## src/rtl/seg_pkg.sv

```systemverilog
// Shared types and codes for the privileged segment decoder.
// Assumes a fixed five-window layout selected by the top three address bits.
package seg_pkg;

    typedef enum logic [2:0] {
        SEG_USER   = 3'd0,
        SEG_KDIR0  = 3'd1,
        SEG_KDIR1  = 3'd2,
        SEG_SUPMAP = 3'd3,
        SEG_KMAP   = 3'd4
    } seg_e;

    typedef enum logic [1:0] {
        FLT_NONE  = 2'b00,
        FLT_LOAD  = 2'b01,
        FLT_STORE = 2'b10
    } fault_e;

    localparam logic [1:0] MODE_KERNEL = 2'b00;
    localparam logic [1:0] MODE_SUPER  = 2'b01;

    localparam int SEL_W = 3;

endpackage

```

## src/rtl/seg_classify.sv

```systemverilog
// Window classifier: maps the top address bits to a window code.
// Assumes the selector is the three most significant address bits.
module seg_classify
    import seg_pkg::*;
(
    input  logic [SEL_W-1:0] sel_bits,
    output seg_e             seg
);

    // Decode the selector into a window.
    always_comb begin
        if (!sel_bits[SEL_W-1]) begin
            seg = SEG_USER;
        end else begin
            case (sel_bits[SEL_W-2:0])
                2'b00:   seg = SEG_KDIR0;
                2'b01:   seg = SEG_KDIR1;
                2'b10:   seg = SEG_SUPMAP;
                default: seg = SEG_KMAP;
            endcase
        end
    end

endmodule

```

## src/rtl/seg_access_check.sv

```systemverilog
// Privilege checker: decides whether the window is allowed in the current
// mode, whether it is translated, and which fault code applies.
// Assumes mode code 11 is user.
module seg_access_check
    import seg_pkg::*;
(
    input  seg_e        seg,
    input  logic [1:0]  mode,
    input  logic        err_lvl,
    input  logic        is_store,
    output logic        allowed,
    output logic        mapped,
    output fault_e      fault
);

    logic is_kern;
    logic is_sup;

    // Decode the privilege level.
    always_comb begin
        is_kern = (mode == MODE_KERNEL);
        is_sup  = (mode == MODE_SUPER);
    end

    // Per-window access rights.
    always_comb begin
        case (seg)
            SEG_USER:   allowed = 1'b1;
            SEG_SUPMAP: allowed = is_kern | is_sup;
            default:    allowed = is_kern;
        endcase
    end

    // Translation need and fault code.
    always_comb begin
        mapped = 1'b0;
        fault  = FLT_NONE;
        if (!allowed) begin
            fault = is_store ? FLT_STORE : FLT_LOAD;
        end else begin
            case (seg)
                SEG_USER:   mapped = !err_lvl;
                SEG_SUPMAP: mapped = 1'b1;
                SEG_KMAP:   mapped = 1'b1;
                default:    mapped = 1'b0;
            endcase
        end
    end

endmodule

```

## src/rtl/seg_xlate.sv

```systemverilog
// Direct translator: forms the physical address for pass-through windows.
// Assumes the caller gates it with an allowed-and-unmapped flag.
module seg_xlate
    import seg_pkg::*;
#(
    parameter int VA_W = 32
) (
    input  seg_e            seg,
    input  logic [VA_W-1:0] vaddr,
    input  logic            direct,
    output logic [VA_W-1:0] paddr
);

    localparam int          OFS_W = VA_W - SEL_W;
    localparam logic [VA_W-1:0] BASE0 = {3'b100, {OFS_W{1'b0}}};
    localparam logic [VA_W-1:0] BASE1 = {3'b101, {OFS_W{1'b0}}};

    // Strip the window base for pass-through accesses.
    always_comb begin
        paddr = '0;
        if (direct) begin
            case (seg)
                SEG_USER:  paddr = vaddr;
                SEG_KDIR0: paddr = vaddr - BASE0;
                SEG_KDIR1: paddr = vaddr - BASE1;
                default:   paddr = '0;
            endcase
        end
    end

endmodule

```

## src/rtl/priv_seg_decoder.sv

```systemverilog
// Privileged virtual segment decoder top level.
// Classifies a request, checks privilege, translates pass-through windows
// and registers the result one cycle later with a TLB request for mapped
// windows. Assumes one request per cycle and no back-pressure.
module priv_seg_decoder
    import seg_pkg::*;
#(
    parameter int VA_W = 32
) (
    input  logic            clk,
    input  logic            rst_n,
    input  logic            req_valid,
    input  logic [VA_W-1:0] req_vaddr,
    input  logic            req_store,
    input  logic [1:0]      req_mode,
    input  logic            req_err_lvl,
    output logic            rsp_valid,
    output logic [2:0]      rsp_seg,
    output logic            rsp_mapped,
    output logic [1:0]      rsp_fault,
    output logic [VA_W-1:0] rsp_paddr,
    output logic            tlb_req_valid,
    output logic [VA_W-1:0] tlb_vaddr
);

    seg_e            seg_c;
    logic            allowed_c;
    logic            mapped_c;
    fault_e          fault_c;
    logic [VA_W-1:0] paddr_c;
    logic            direct_c;

    seg_classify u_classify (
        .sel_bits (req_vaddr[VA_W-1 -: SEL_W]),
        .seg      (seg_c)
    );

    seg_access_check u_check (
        .seg      (seg_c),
        .mode     (req_mode),
        .err_lvl  (req_err_lvl),
        .is_store (req_store),
        .allowed  (allowed_c),
        .mapped   (mapped_c),
        .fault    (fault_c)
    );

    // Pass-through only when allowed and not translated.
    always_comb direct_c = allowed_c & !mapped_c;

    seg_xlate #(.VA_W(VA_W)) u_xlate (
        .seg    (seg_c),
        .vaddr  (req_vaddr),
        .direct (direct_c),
        .paddr  (paddr_c)
    );

    // Output register: one-cycle response, cleared when idle.
    always_ff @(posedge clk) begin
        if (!rst_n || !req_valid) begin
            rsp_valid     <= 1'b0;
            rsp_seg       <= '0;
            rsp_mapped    <= 1'b0;
            rsp_fault     <= '0;
            rsp_paddr     <= '0;
            tlb_req_valid <= 1'b0;
            tlb_vaddr     <= '0;
        end else begin
            rsp_valid     <= 1'b1;
            rsp_seg       <= seg_c;
            rsp_mapped    <= mapped_c;
            rsp_fault     <= fault_c;
            rsp_paddr     <= paddr_c;
            tlb_req_valid <= mapped_c;
            tlb_vaddr     <= mapped_c ? req_vaddr : '0;
        end
    end

endmodule

```

## config.mk

```make
export PLATFORM = sky130hd
export DESIGN_NAME = priv_seg_decoder
export DESIGN_NICKNAME = d
export VERILOG_FILES = /design/src/rtl/seg_pkg.sv /design/src/rtl/seg_classify.sv /design/src/rtl/seg_access_check.sv /design/src/rtl/seg_xlate.sv /design/src/rtl/priv_seg_decoder.sv
export SDC_FILE = /design/constraint.sdc
export NUM_CORES = 1
export LEC_CHECK = 0
export CORE_ASPECT_RATIO = 0.7
export CORE_MARGIN = 8
export CORE_UTILIZATION = 35
export DETAILED_ROUTE_END_ITERATION = 16
export HOLD_SLACK_MARGIN = 0.15
export PLACE_DENSITY = 0.84
export SLEW_MARGIN = 20
export SYNTH_ARGS = -nofsm -noshare
export SYNTH_HDL_FRONTEND = slang
export SYNTH_SLANG_ARGS = --single-unit
export TNS_END_PERCENT = 20
```

## constraint.sdc

```tcl
create_clock -name clk -period 1.7 [get_ports clk]
set_input_delay 0.255 -clock clk [delete_from_list [all_inputs] [get_ports clk]]
set_output_delay 0.255 -clock clk [all_outputs]
set_load 0.02 [all_outputs]
```

# --- Yosys cells after proc, flatten, opt, wreduce, memory -nomap -nowiden ---
# Cells that the tools add are included.
totals:
  register_bits: 71
  input_bits: 39
  output_inout_bits: 72
  word_cells: 39
classes:
  add_sub_neg: 2
  n_eq_ne: 7
  muxes: 8
  bitwise_logic: 4
  reduce_logical: 12
op_table:
  columns: ["operator", "count"]
  rows:
  - ["32-bit case mux with 3 select lines", 1]
  - ["32-bit subtractor (second input constant)", 2]
  - ["3-bit case mux with 3 select lines", 1]
  - ["2-bit OR reduction", 4]
  - ["3-bit by 2-bit equality test with 1-bit output (second input constant)", 2]
  - ["2-bit by 1-bit equality test with 1-bit output (second input constant)", 2]
  - ["1-bit logical NOT", 4]
  - ["2-bit logical NOT", 2]
  - ["1-bit case mux with 2 select lines", 2]
  - ["3-bit by 1-bit equality test with 1-bit output (second input constant)", 1]
  - ["3-bit equality test (second input constant)", 1]
  - ["3-bit logical NOT", 1]
  - ["3-bit two-way mux", 1]
  - ["2-bit equality test (second input constant)", 1]
  - ["1-bit two-way mux", 2]
  - ["2-bit two-way mux", 1]
  - ["1-bit inverter", 2]
  - ["1-bit bitwise AND", 1]
  - ["1-bit logical OR", 1]
  - ["1-bit bitwise OR", 1]

# --- Depth between registers and ports, before layout ---
# Gate-level depths: netlist of run 1.
depth:
  ltp_word: 11
  mapped_depth: 8
  depth_no_buf: 6

# --- Modules after synthesis ---
# A second synthesis of run 1 with hierarchy kept.
hier_totals:
  cells_unflattened: 229
  hier_area_um2: 2546.2
modules_own_cells:
  columns: ["module", "instances", "cells_each", "area_per_inst_um2", "seq_area_each_um2"]
  rows:
  - ["priv_seg_decoder", 1, 161, 2073.2, 1421.4]
  - ["seg_xlate", 1, 49, 317.8, 0.0]
  - ["seg_access_check", 1, 10, 81.3, 0.0]
  - ["seg_classify", 1, 9, 73.8, 0.0]

# --- Least setup slack after synthesis of run 1 ---
# OpenSTA, ideal clock, no wires.
synth_path:
  path_kind: "input to register"
  start: "input port req_vaddr[29]"
  end: "register rsp_paddr[19]"
  setup_ns: 0.116
  arrival_time_ns: 1.639
  t_required_ns: 1.584
  path_slack_ns: -0.055
  path_stages: 8
  n_path_buf: 2
  path_cell_list: "inv_1 > ha_1 > or3_1 > nand4b_1 > nand2_1 > buf_2 > buf_6 > and3_1"
synth_between:
  elab_chain_cells: 11
  elab_cells_between_ends: 19
  cone_classes: "eq/ne: 6; mux: 6; bitwise: 2; reduce/logical: 5"
synth_rtl:
  columns: ["element", "line", "source"]
  rows:
  - ["from (decl)", "priv_seg_decoder.sv:13", "input logic [VA_W-1:0] req_vaddr,"]
  - ["2-bit equality test (tied with other cells)", "seg_classify.sv:15", "case (sel_bits[SEL_W-2:0])"]
  - ["3-bit case mux with 3 select lines (*)", "seg_classify.sv:15", null]
  - ["3-bit two-way mux (*)", "seg_classify.sv:12", "if (!sel_bits[SEL_W-1]) begin"]
  - ["3-bit equality test / 3-bit by 2-bit equality test with 1-bit output (equally long branches)", "seg_access_check.sv:41, seg_access_check.sv:27", null]
  - ["2-bit OR reduction (no line)", null, null]
  - ["1-bit case mux with 2 select lines", "seg_access_check.sv:41", "case (seg)"]
  - ["1-bit two-way mux", "seg_access_check.sv:38", "if (!allowed) begin"]
  - ["1-bit logical NOT", "priv_seg_decoder.sv:49", "always_comb direct_c = allowed_c & !mapped_c;"]
  - ["1-bit bitwise AND", "priv_seg_decoder.sv:49", null]
  - ["1-bit inverter (no line)", null, null]
  - ["2-bit OR reduction (no line)", null, null]
  - ["to (signal assigned)", "priv_seg_decoder.sv:73", "rsp_paddr <= paddr_c;"]
  - ["to (decl)", "priv_seg_decoder.sv:21", "output logic [VA_W-1:0] rsp_paddr,"]
# Mark *: on every way between the ends. The rest lies on a longest branch, timed or not.
# A chain may end at the register's enable or synchronous reset.

# --- Final worst setup path of run 1 ---
layout_path:
  start: "input port req_vaddr[30]"
  end: "register tlb_vaddr[31]"
layout_between:
  elab_chain_cells: 9
  elab_cells_between_ends: 14
  cone_classes: "eq/ne: 4; mux: 5; bitwise: 1; reduce/logical: 4"
layout_rtl:
  columns: ["element", "line", "source"]
  rows:
  - ["2-bit equality test (tied with other cells)", "seg_classify.sv:15", null]
  - ["3-bit case mux with 3 select lines (*)", "seg_classify.sv:15", null]
  - ["3-bit two-way mux (*)", "seg_classify.sv:12", null]
  - ["3-bit equality test / 3-bit by 2-bit equality test with 1-bit output (equally long branches)", "seg_access_check.sv:41, seg_access_check.sv:27", null]
  - ["2-bit OR reduction (no line)", null, null]
  - ["1-bit case mux with 2 select lines", "seg_access_check.sv:41", null]
  - ["1-bit two-way mux (*)", "seg_access_check.sv:38", null]
  - ["1-bit inverter (no line) (*)", null, null]
  - ["2-bit OR reduction (no line) (*)", null, null]
  - ["to (signal assigned)", "priv_seg_decoder.sv:75", "tlb_vaddr <= mapped_c ? req_vaddr : '0;"]
  - ["to (decl)", "priv_seg_decoder.sv:23", "output logic [VA_W-1:0] tlb_vaddr"]
# Marked as above.

==> impl_metrics.py, run 1 <==
metrics = {
    "status": {
        "outcome": "finished, final reports clean",
    },
    "finish": {
        "proportion_of_layout_cells_with_a_drive_suffix_above_1_pct": 16.8,
        "area.sequential_mm2": 0.00142,
        "antennaDiodeCount": 0,
        "area_delta_synth_final_pct": 72.3,
        "finalNetCount": 353,
        "multi_input_area_um2": 676,
        "filler_cell_count": 497,
    },
    "clock_network": {
        "cts_sinks": 71,
        "cts_max_level": 3,
        "clock_tree.root_cell": "clkbuf_8",
        "number_of_buffers_created_by_cts": 9,
        "cts_tree": "done",
        "clk_transition_reported_paths_ns": 0.07,
        "ctsLongestPathBuffers": 2,
    },
    "timing": {
        "final.setup.worst_slack_ns": 0.129,
        "rsz_0062_raised_after_global_routing": "false",
        "timing.max_slew.rel_slack_pct": 75.3,
        "worst_hold_slack_ns": 0.233,
        "final-hold-violation-count": 0,
        "setup_viol_count_final": 0,
        "drv_slew": 0,
        "tightestPinTransition_ns": 0.367,
        "max_freq_mhz": 636,
        "finalCriticalPeriod_ns": 1.57,
        "fin_crit_sh_pct": 92.4,
    },
    "power_and_ir_drop": {
        "internal_power_uw": 2880,
        "p_per_area_mw_per_mm2": 991,
        "swShare_pct": 23.1,
        "switchingPower_uw": 867,
        "power.ir.vdd_worst_v": 0.000729,
        "total_power_uw": 3740,
        "power.share.clock_pct": 39.9,
        "seqPwrFrac_pct": 46.0,
        "combinationalPowerShare_pct": 14.2,
        "static-leakage-power_uw": 0.00171,
    },
    "worst_hold_path": {
        "hp-class": "input pin to register",
    },
    "drt": {
        "routed_wl_mm": 6.29,
        "dr_total_vias": 1790,
        "post_drt_via_cell_ratio": 4.54,
        "first_iter_violations": 42,
        "remaining_drc_errors": 0,
        "drt.antenna.violating_nets": 0,
        "detail_route.wl_per_cell_um": 16.0,
        "drt-pass1-iter-count": 4,
    },
    "synth": {
        "synth_sequential_area_ratio_pct": 64.8,
        "synth-seq-cells": 71,
        "synth_top_area_share_pct": 64.8,
        "synthesized_netlist_net_count": 223,
        "netlist_top_cells_area": "dfxtp_1 65%, and3_1 19%, buf_6 5.1%",
        "synth.yosys.warnings": 0,
        "synth.largest_area_cell": "dfxtp_1",
        "synth_enable_flop_cells": 0,
        "mappedNetlistArea_mm2": 0.00219,
        "syn_area_per_cell_um2": 12.1,
        "synthesis.instances": 181,
        "ys_types": 28,
        "async_flop_share_pct": 0,
        "dominantRegCellSynth": "dfxtp_1",
    },
    "floorplan": {
        "chipHeight_um": 82.2,
        "initial_utilization_pct": 35.6,
        "dieWidth_um": 111,
        "floorplan.die_area_mm2": 0.00910,
        "placeableCoreArea_mm2": 0.00616,
        "number_of_top_level_design_ports": 111,
        "row_count": 24,
    },
    "setup_path": {
        "max_stage_delay_cell_worst_path": "or3_4",
        "path_max_fanout": 7,
        "crit_path_max_incr_delay_ns": 0.37,
        "critical_path_startpoint_category": "input pin",
        "setup.worst_path.end_class": "register",
        "critical_path_class": "input pin to register",
        "critPathArrivalTime_ns": 1.84,
        "crit_required_ns": 1.97,
        "crit_path_cell_trace": "buf_2 > inv_2 > ha_4 > or3_4 > mux2i_1 > o21a_2 > buf_6 > buf_12 > and3_4",
    },
    "global_route": {
        "globalRouteOverflowTotal": 0,
        "grt_pass1_vias": 1894,
        "global_router_s_overall_resource_usage_pct": 14.0,
        "first_pass_grt_wire_length_mm": 9.96,
        "grt_antenna_before_repair": 0,
        "grt_max_degree": 40,
    },
    "placement": {
        "place.port_buffers": 110,
        "detailedPlacementHpwl_mm": 4.52,
        "gpl.final_weighted_congestion": 0.899,
        "preCtsSetupSlack_ns": -0.602,
    },
    "run": {
        "cap_violations": 0,
    },
}
## synth_stat cells (2+ instances only)
cell	n
buf_6	10
inv_1	4
nor2_1	2
nor4b_1	2
and3_1	65
nand2_1	3
o21ai_0	2
ha_1	3
dfxtp_1	71
## registers in the layout (all words and copies together) (netlist names)
name           flops
rsp_fault          2
rsp_valid          1
rsp_paddr         32
tlb_vaddr         32
tlb_req_valid      1
rsp_seg            3
## timing repair
action / CTS / global route
buffers inserted: 6 / 0
endpoints found under the setup margin: 67 / 54
gates cloned: 2 / 0
resized for setup: 15 / 6
hold buffers: 0 / 0
pin swaps: 3 / 2
## cell families (layout without fill, tap and decap cells)
family / after synthesis / in the layout / synth area share, %
compound gates: 7 / 7 / 2.40
fa+ha+maj: 3 / 3 / 1.71
buf+inv: 17 / 152 / 6.56
flops: 71 / 71 / 64.8
mux: 1 / 1 / 0.456
simple gates: 82 / 82 / 24.1
## cell usage in the layout, fill, tap and decap left out, types with 3 or more instances in the layout
cell / n
clkdlybuf4s50_1: 108
buf_4: 13
clkbuf_8: 10
buf_12: 4
dfxtp_1: 71
and3_1: 63
nand2_1: 3
buf_6: 4
## power groups by stage
| stage | Clock (µW) | Combinational (µW) | Sequential, µW |
|---|---|---|---|
| 6_report | 1490 | 531 | 1720 |
| 5_1_grt | 1610 | 566 | 1720 |
| 4_1_cts | 1530 | 549 | 1720 |
| 3_5_place_dp | 0 | 467 | 1760 |
| 3_3_place_gp | 0 | 454 | 1760 |
| 2_1_floorplan | 0 | 160 | 1820 |
## worst max-delay path, delay by kind of cell
family / cells / cell delay, ns
adders and majority gates: 1 / 0.25
muxes: 1 / 0.14
buffers and inverters: 4 / 0.42
and+or+nand+nor: 2 / 0.53
AOI/OAI and AO/OA: 1 / 0.24
## final cells by class
cell class | count | area share (%)
inverters | 4 | 0.397
multi-input cells | 93 | 17.9
clock inverters | 6 | 2.38
repair buffers | 132 | 35.5
clock buffers | 10 | 3.64
well taps | 78 | 2.58
flip-flops and latches | 71 | 37.6
## metal layers
layer  GRT usage (%)  vias up  routed length [µm]
met5               0        -                   0
met4            3.22        0                  42
met3            7.86        6                 574
met2            26.5       73                3270
met1            13.3      822                2400
li1                -      889                   -
## stage by stage
step           instance area (µm²)  setup TNS (ns)  utilization (%)  cells
6_report                      3780               0             61.4    394
5_1_grt                       3780               0             61.4    394
4_1_cts                       3800               0             61.8    395
3_5_place_dp                  3430          -37.38             55.7    371
3_3_place_gp                  3430          -35.55             55.7    371
2_1_floorplan                 2210               0                -    181
## worst paths after layout
check | from | slack [ns] | cells past startpoint | end
max | req_vaddr[30] | 0.13 | 9 | tlb_vaddr[31]$_SDFF_PP0_
min | req_vaddr[30] | 0.23 | 2 | tlb_vaddr[30]$_SDFF_PP0_
No activity file was read; power rests on OpenSTA's default activity.
==> run 2: changes to the inputs <==
- PLACE_DENSITY: 0.84 -> 0.79
==> impl_metrics.py, run 2 (synthesis gave the netlist of run 1 again) <==
metrics = {
    "floorplan": {
        "row_count": 24,
        "dieWidth_um": 111,
        "floorplan.die_area_mm2": 0.00910,
        "placeableCoreArea_mm2": 0.00616,
        "chipHeight_um": 82.2,
        "number_of_top_level_design_ports": 111,
        "initial_utilization_pct": 35.6,
    },
    "drt": {
        "post_drt_via_cell_ratio": 4.66,
        "first_iter_violations": 63,
        "drt.antenna.violating_nets": 0,
        "detail_route.wl_per_cell_um": 16.8,
        "drt-pass1-iter-count": 4,
        "dr_total_vias": 1868,
        "remaining_drc_errors": 0,
        "routed_wl_mm": 6.72,
    },
    "finish": {
        "final_common_cell": "clkdlybuf4s50_1",
        "top_regs": "rsp_paddr: 32 flops, tlb_vaddr: 32 flops, rsp_seg: 3 flops",
        "antennaDiodeCount": 0,
        "area_delta_synth_final_pct": 76.2,
        "proportion_of_layout_cells_with_a_drive_suffix_above_1_pct": 18.3,
        "stdcell_count": 401,
        "finalNetCount": 360,
        "layout.cells.most_common_list": "108 x clkdlybuf4s50_1, 71 x dfxtp_1, 64 x and3_1, 19 x buf_4, 10 x clkbuf_8",
    },
    "timing": {
        "setup_viol_count_final": 0,
        "drv_slew": 0,
        "timing.max_slew.rel_slack_pct": 76.9,
        "finalCriticalPeriod_ns": 1.65,
        "rsz_0062_raised_after_global_routing": "false",
        "tightestPinTransition_ns": 0.341,
        "max_freq_mhz": 606,
        "fin_crit_sh_pct": 97.0,
        "final-hold-violation-count": 0,
    },
    "placement": {
        "detailedPlacementHpwl_mm": 4.51,
        "placed_cells": 373,
        "gpl.final_weighted_congestion": 0.842,
        "place.port_buffers": 110,
    },
    "clock_network": {
        "hold_buffers": 0,
        "cts_tree": "done",
        "clk_transition_reported_paths_ns": 0.07,
        "number_of_buffers_created_by_cts": 9,
        "clock_tree.root_cell": "clkbuf_8",
        "cts_sinks": 71,
        "cts_max_level": 3,
        "ctsLongestPathBuffers": 2,
    },
    "worst_hold_path": {
        "worst_hold_path_cell_count": 2,
        "whs_endpoint": "tlb_vaddr[30]$_SDFF_PP0_",
        "hp-class": "input pin to register",
        "min-delay-start": "req_vaddr[30]",
    },
    "setup_path": {
        "critPathArrivalTime_ns": 1.88,
        "setup_crit_start": "req_vaddr[29]",
        "path_max_fanout": 17,
        "setup.worst_path.end_class": "register",
        "critical_path_class": "input pin to register",
        "critical_path_startpoint_category": "input pin",
        "crit_required_ns": 1.93,
    },
    "status": {
        "outcome": "finished, final reports clean",
    },
    "power_and_ir_drop": {
        "total_power_uw": 3750,
        "p_per_area_mw_per_mm2": 970,
        "power.ir.vdd_worst_v": 0.000514,
        "static-leakage-power_uw": 0.00175,
    },
    "global_route": {
        "globalRouteMet3Util_pct": 7.86,
        "grt_util_met2_pct": 23.9,
        "grt_max_degree": 35,
        "globalRouteOverflowTotal": 0,
        "grt_pass1_vias": 1884,
        "first_pass_grt_wire_length_mm": 9.72,
        "global_router_s_overall_resource_usage_pct": 13.7,
        "gr-usage-met1_pct": 13.7,
        "grt_antenna_before_repair": 0,
        "grt.busiest_layer": "met2",
    },
    "run": {
        "cap_violations": 0,
    },
}
## run 2: worst max path at each step
stage                                to  slack, ns  cells after the start
2_1_floorplan  rsp_paddr[19]$_SDFF_PP0_       0.02                      8
3_3_place_gp    tlb_vaddr[5]$_SDFF_PP0_      -0.52                      8
3_5_place_dp    tlb_vaddr[1]$_SDFF_PP0_      -0.55                      8
4_1_cts        tlb_vaddr[25]$_SDFF_PP0_       0.05                      9
5_1_grt        tlb_vaddr[23]$_SDFF_PP0_       0.04                     10
6_report       tlb_vaddr[23]$_SDFF_PP0_       0.05                     10
## run 2: layout make-up
class,count,area (µm²)
fillers,496,2290
repair buffers,139,1430
flip-flops and latches,71,1420
multi-input cells,93,683
clock buffers,11,141
well taps,78,97.6
clock inverters,5,81.3
inverters,4,15.0
## run 2: metrics by stage
step | setup TNS [ns] | instance area (µm²) | setup WS (ns) | utilization (%) | hold slack [ns]
final | 0 | 3860 | 0.0506 | 62.8 | 0.194
after global routing | 0 | 3860 | 0.0423 | 62.8 | 0.193
after CTS | 0 | 3740 | 0.0497 | 60.8 | 0.334
after detailed placement | -34.62 | 3450 | -0.551 | 56.1 | 0.838
after global placement | -32.90 | 3450 | -0.522 | 56.1 | 0.819
after floorplan | 0 | 2210 | 0.0238 | - | 0.331
## run 2: critical path, cell delays in order
cell,delay [ns]
clkbuf_2,0.10
inv_2,0.05
buf_4,0.14
ha_4,0.18
or2_4,0.27
a311oi_4,0.31
nor2_4,0.09
buf_4,0.15
clkbuf_16,0.16
and3_1,0.17
## run 2: where the power goes
group          leakage (µW)  internal, µW  switching (µW)  total, µW
Combinational       0.00107           312             246        558
Sequential         0.000576          1710            12.5       1720
Clock              0.000110           867             604       1470
## run 2: repair_timing
action | 4_1_cts | 5_1_grt
gates resized for setup | 9 | 11
pin swaps | 2 | 4
setup buffers | 3 | 6
cloned | 1 | 2
setup endpoints to repair | 67 | 65
## run 2: metal layers
| layer | up-vias | wire (µm) |
|---|---|---|
| li1 | 904 | - |
| met1 | 883 | 2730 |
| met2 | 73 | 3340 |
| met3 | 8 | 590 |
| met4 | 0 | 59 |
| met5 | - | 0 |
==> run 3: changes to the inputs <==
- ABC_AREA: unset -> 1
- CORE_UTILIZATION: 35 -> 40
- PLACE_DENSITY: 0.79 -> 0.83
- clock period: 1.7 -> 1.6 ns (I/O delays scaled with it)
==> impl_metrics.py, run 3 <==
metrics = {
    "floorplan": {
        "chipHeight_um": 79.3,
        "placeableCoreArea_mm2": 0.00564,
        "dieWidth_um": 106,
        "row_count": 23,
        "number_of_top_level_design_ports": 111,
        "initial_utilization_pct": 40.6,
        "floorplan.die_area_mm2": 0.00845,
    },
    "timing": {
        "worst_hold_slack_ns": 0.368,
        "fin_crit_sh_pct": 97.1,
        "timing.max_slew.rel_slack_pct": 82.4,
        "max_freq_mhz": 643,
        "setup_total_negative_slack_ns": 0,
        "finalCriticalPeriod_ns": 1.55,
        "setup_viol_count_final": 0,
        "drv_slew": 0,
        "tightestPinTransition_ns": 0.263,
        "final-hold-violation-count": 0,
    },
    "synth": {
        "synth-seq-cells": 71,
        "yosysMostFrequentCell": "dfxtp_1",
        "synth.largest_area_cell": "dfxtp_1",
        "synth_top_family_by_area": "simple AND/OR/NAND/NOR gates",
        "synthesis.instances": 255,
        "synthesized_netlist_net_count": 297,
        "synth.cells.most_frequent": "71 x dfxtp_1, 43 x inv_1, 43 x nand2_1, 42 x nor2_1, 30 x nor2_2",
        "synth_sequential_area_ratio_pct": 62.0,
        "mappedNetlistArea_mm2": 0.00229,
        "synth_top_area_share_pct": 62.0,
        "synth_compound_area_share_pct": 0.218,
        "synth_enable_flop_cells": 0,
        "synth.yosys.warnings": 0,
        "netlist_top_cells_area": "dfxtp_1 62%, nor2_2 8.2%, inv_1 7.0%",
        "async_flop_share_pct": 0,
        "post_synth_and_or_nand_nor_area_fraction_pct": 25.7,
        "syn_area_per_cell_um2": 8.99,
        "synth_fa_ha_area_share_pct": 1.64,
        "ys_types": 18,
        "post_synthesis_share_of_cell_area_spent_on_xor_and_xnor_gates_pct": 0,
        "synthMuxAreaShare_pct": 0,
        "dominantRegCellSynth": "dfxtp_1",
    },
    "setup_path": {
        "critPathArrivalTime_ns": 1.82,
        "critical_path_class": "input pin to register",
        "critPathCapture": "rsp_paddr[0]$_SDFF_PP0_",
        "crit_required_ns": 1.86,
        "critical_path_startpoint_category": "input pin",
        "setup.worst_path.end_class": "register",
        "path_max_fanout": 17,
        "setup_crit_start": "req_vaddr[30]",
    },
    "drt": {
        "drt.antenna.violating_nets": 0,
        "post_drt_via_cell_ratio": 4.21,
        "dr_total_vias": 1991,
        "remaining_drc_errors": 0,
        "detail_route.wl_per_cell_um": 14.2,
        "routed_wl_mm": 6.70,
        "first_iter_violations": 68,
        "drt-pass1-iter-count": 4,
    },
    "global_route": {
        "first_pass_grt_wire_length_mm": 10.2,
        "grt_antenna_before_repair": 0,
        "global_router_s_overall_resource_usage_pct": 15.6,
        "grt_max_degree": 30,
        "grt_pass1_vias": 2111,
        "globalRouteOverflowTotal": 0,
    },
    "clock_network": {
        "number_of_buffers_created_by_cts": 9,
        "ctsLongestPathBuffers": 2,
        "cts_tree": "done",
        "cts_max_level": 3,
        "clk_transition_reported_paths_ns": 0.07,
        "cts_sinks": 71,
        "clock_tree.root_cell": "clkbuf_8",
        "hold_buffers": 0,
    },
    "finish": {
        "final_common_cell": "clkdlybuf4s50_1",
        "area_delta_synth_final_pct": 75.2,
        "final_util_pct": 71.2,
        "final_design_area_no_fill_mm2": 0.00402,
        "top_regs": "rsp_paddr: 32 flops, tlb_vaddr: 32 flops, rsp_seg: 3 flops",
        "filler_cell_count": 440,
        "finalNetCount": 435,
        "antennaDiodeCount": 0,
        "proportion_of_layout_cells_with_a_drive_suffix_above_1_pct": 23.4,
        "layout.cells.most_common_list": "107 x clkdlybuf4s50_1, 71 x dfxtp_1, 41 x nand2_1, 41 x inv_1, 38 x nor2_1",
    },
    "placement": {
        "placed_cell_area_mm2": 0.00359,
        "detailedPlacementHpwl_mm": 4.63,
        "gpl.final_weighted_congestion": 0.811,
        "place.port_buffers": 110,
    },
    "status": {
        "outcome": "finished, final reports clean",
    },
    "power_and_ir_drop": {
        "power.ir.vdd_worst_v": 0.000680,
        "static-leakage-power_uw": 0.00180,
        "p_per_area_mw_per_mm2": 1030,
    },
    "run": {
        "cap_violations": 0,
    },
    "worst_hold_path": {
        "hp-class": "input pin to register",
    },
}
run 3: changes by cell type after synthesis, moves of 5 or more:
cell	previous run	this run
and3_1	65	0
buf_6	10	3
inv_1	4	43
nand2_1	3	43
nand2_2	0	5
nor2_1	2	42
nor2_2	0	30
run 3: final cells by class:
type,instances,area [µm²],share of cell area [%]
flip-flops and latches,71,1420,35.4
repair buffers,137,1410,35.0
multi-input cells,130,683,17.0
inverters,44,165,4.11
clock inverters,5,104,2.59
clock buffers,11,141,3.52
well taps,75,93.8,2.34
run 3: worst min-delay path by stage:
stage	from	endpoint	cells after the start
detailed placement	req_store	rsp_fault[1]$_SDFF_PP0_	3
floorplan	req_store	rsp_fault[0]$_SDFF_PP0_	1
finish	req_vaddr[31]	rsp_seg[2]$_SDFF_PN0_	4
global route	req_vaddr[31]	rsp_seg[2]$_SDFF_PN0_	4
CTS	req_vaddr[30]	tlb_vaddr[30]$_SDFF_PP0_	4
global placement	req_store	rsp_fault[0]$_SDFF_PP0_	2
run 3: cells by family after synthesis:
family          count (synthesis)
compound gates                  1
fa+ha+maj                       3
buf+inv                        54
flops                          71
simple gates                  126
run 3: routing by layer:
metal / wire (µm) / vias up / GRT usage (%)
li1: - / 1006 / -
met1: 2480 / 906 / 15.2
met2: 3520 / 74 / 27.6
met3: 656 / 5 / 8.08
met4: 51 / 0 / 5.87
met5: 0 / - / 0
run 3: power breakdown:
part	switching, µW	internal (µW)
combinational	277	283
sequential	12.0	1810
clock	655	1080
run 3: timing repair:
action,in CTS,in global routing
gates resized for setup,15,11
endpoints found under the setup margin,64,62
pin swaps,3,4
setup buffers,2,1
gates cloned,2,1
run 3: metrics by stage:
stage | worst slack [ns] | power (µW) | instances
floorplan | 0.184 | 2100 | 255
global placement | -0.368 | 2360 | 451
detailed placement | -0.464 | 2370 | 451
CTS | 0.0304 | 4130 | 471
global route | -0.0233 | 4310 | 473
finish | 0.0459 | 4120 | 473
run 3: critical path: stages:
cell and delay (ns):
dlygate4sd2_1 0.25, buf_4 0.15, ha_2 0.19, inv_1 0.07
nand2_1 0.09, nand2_2 0.12, nand2_1 0.09, nor2_2 0.15
nand3_2 0.13, buf_6 0.18, nor2_1 0.15
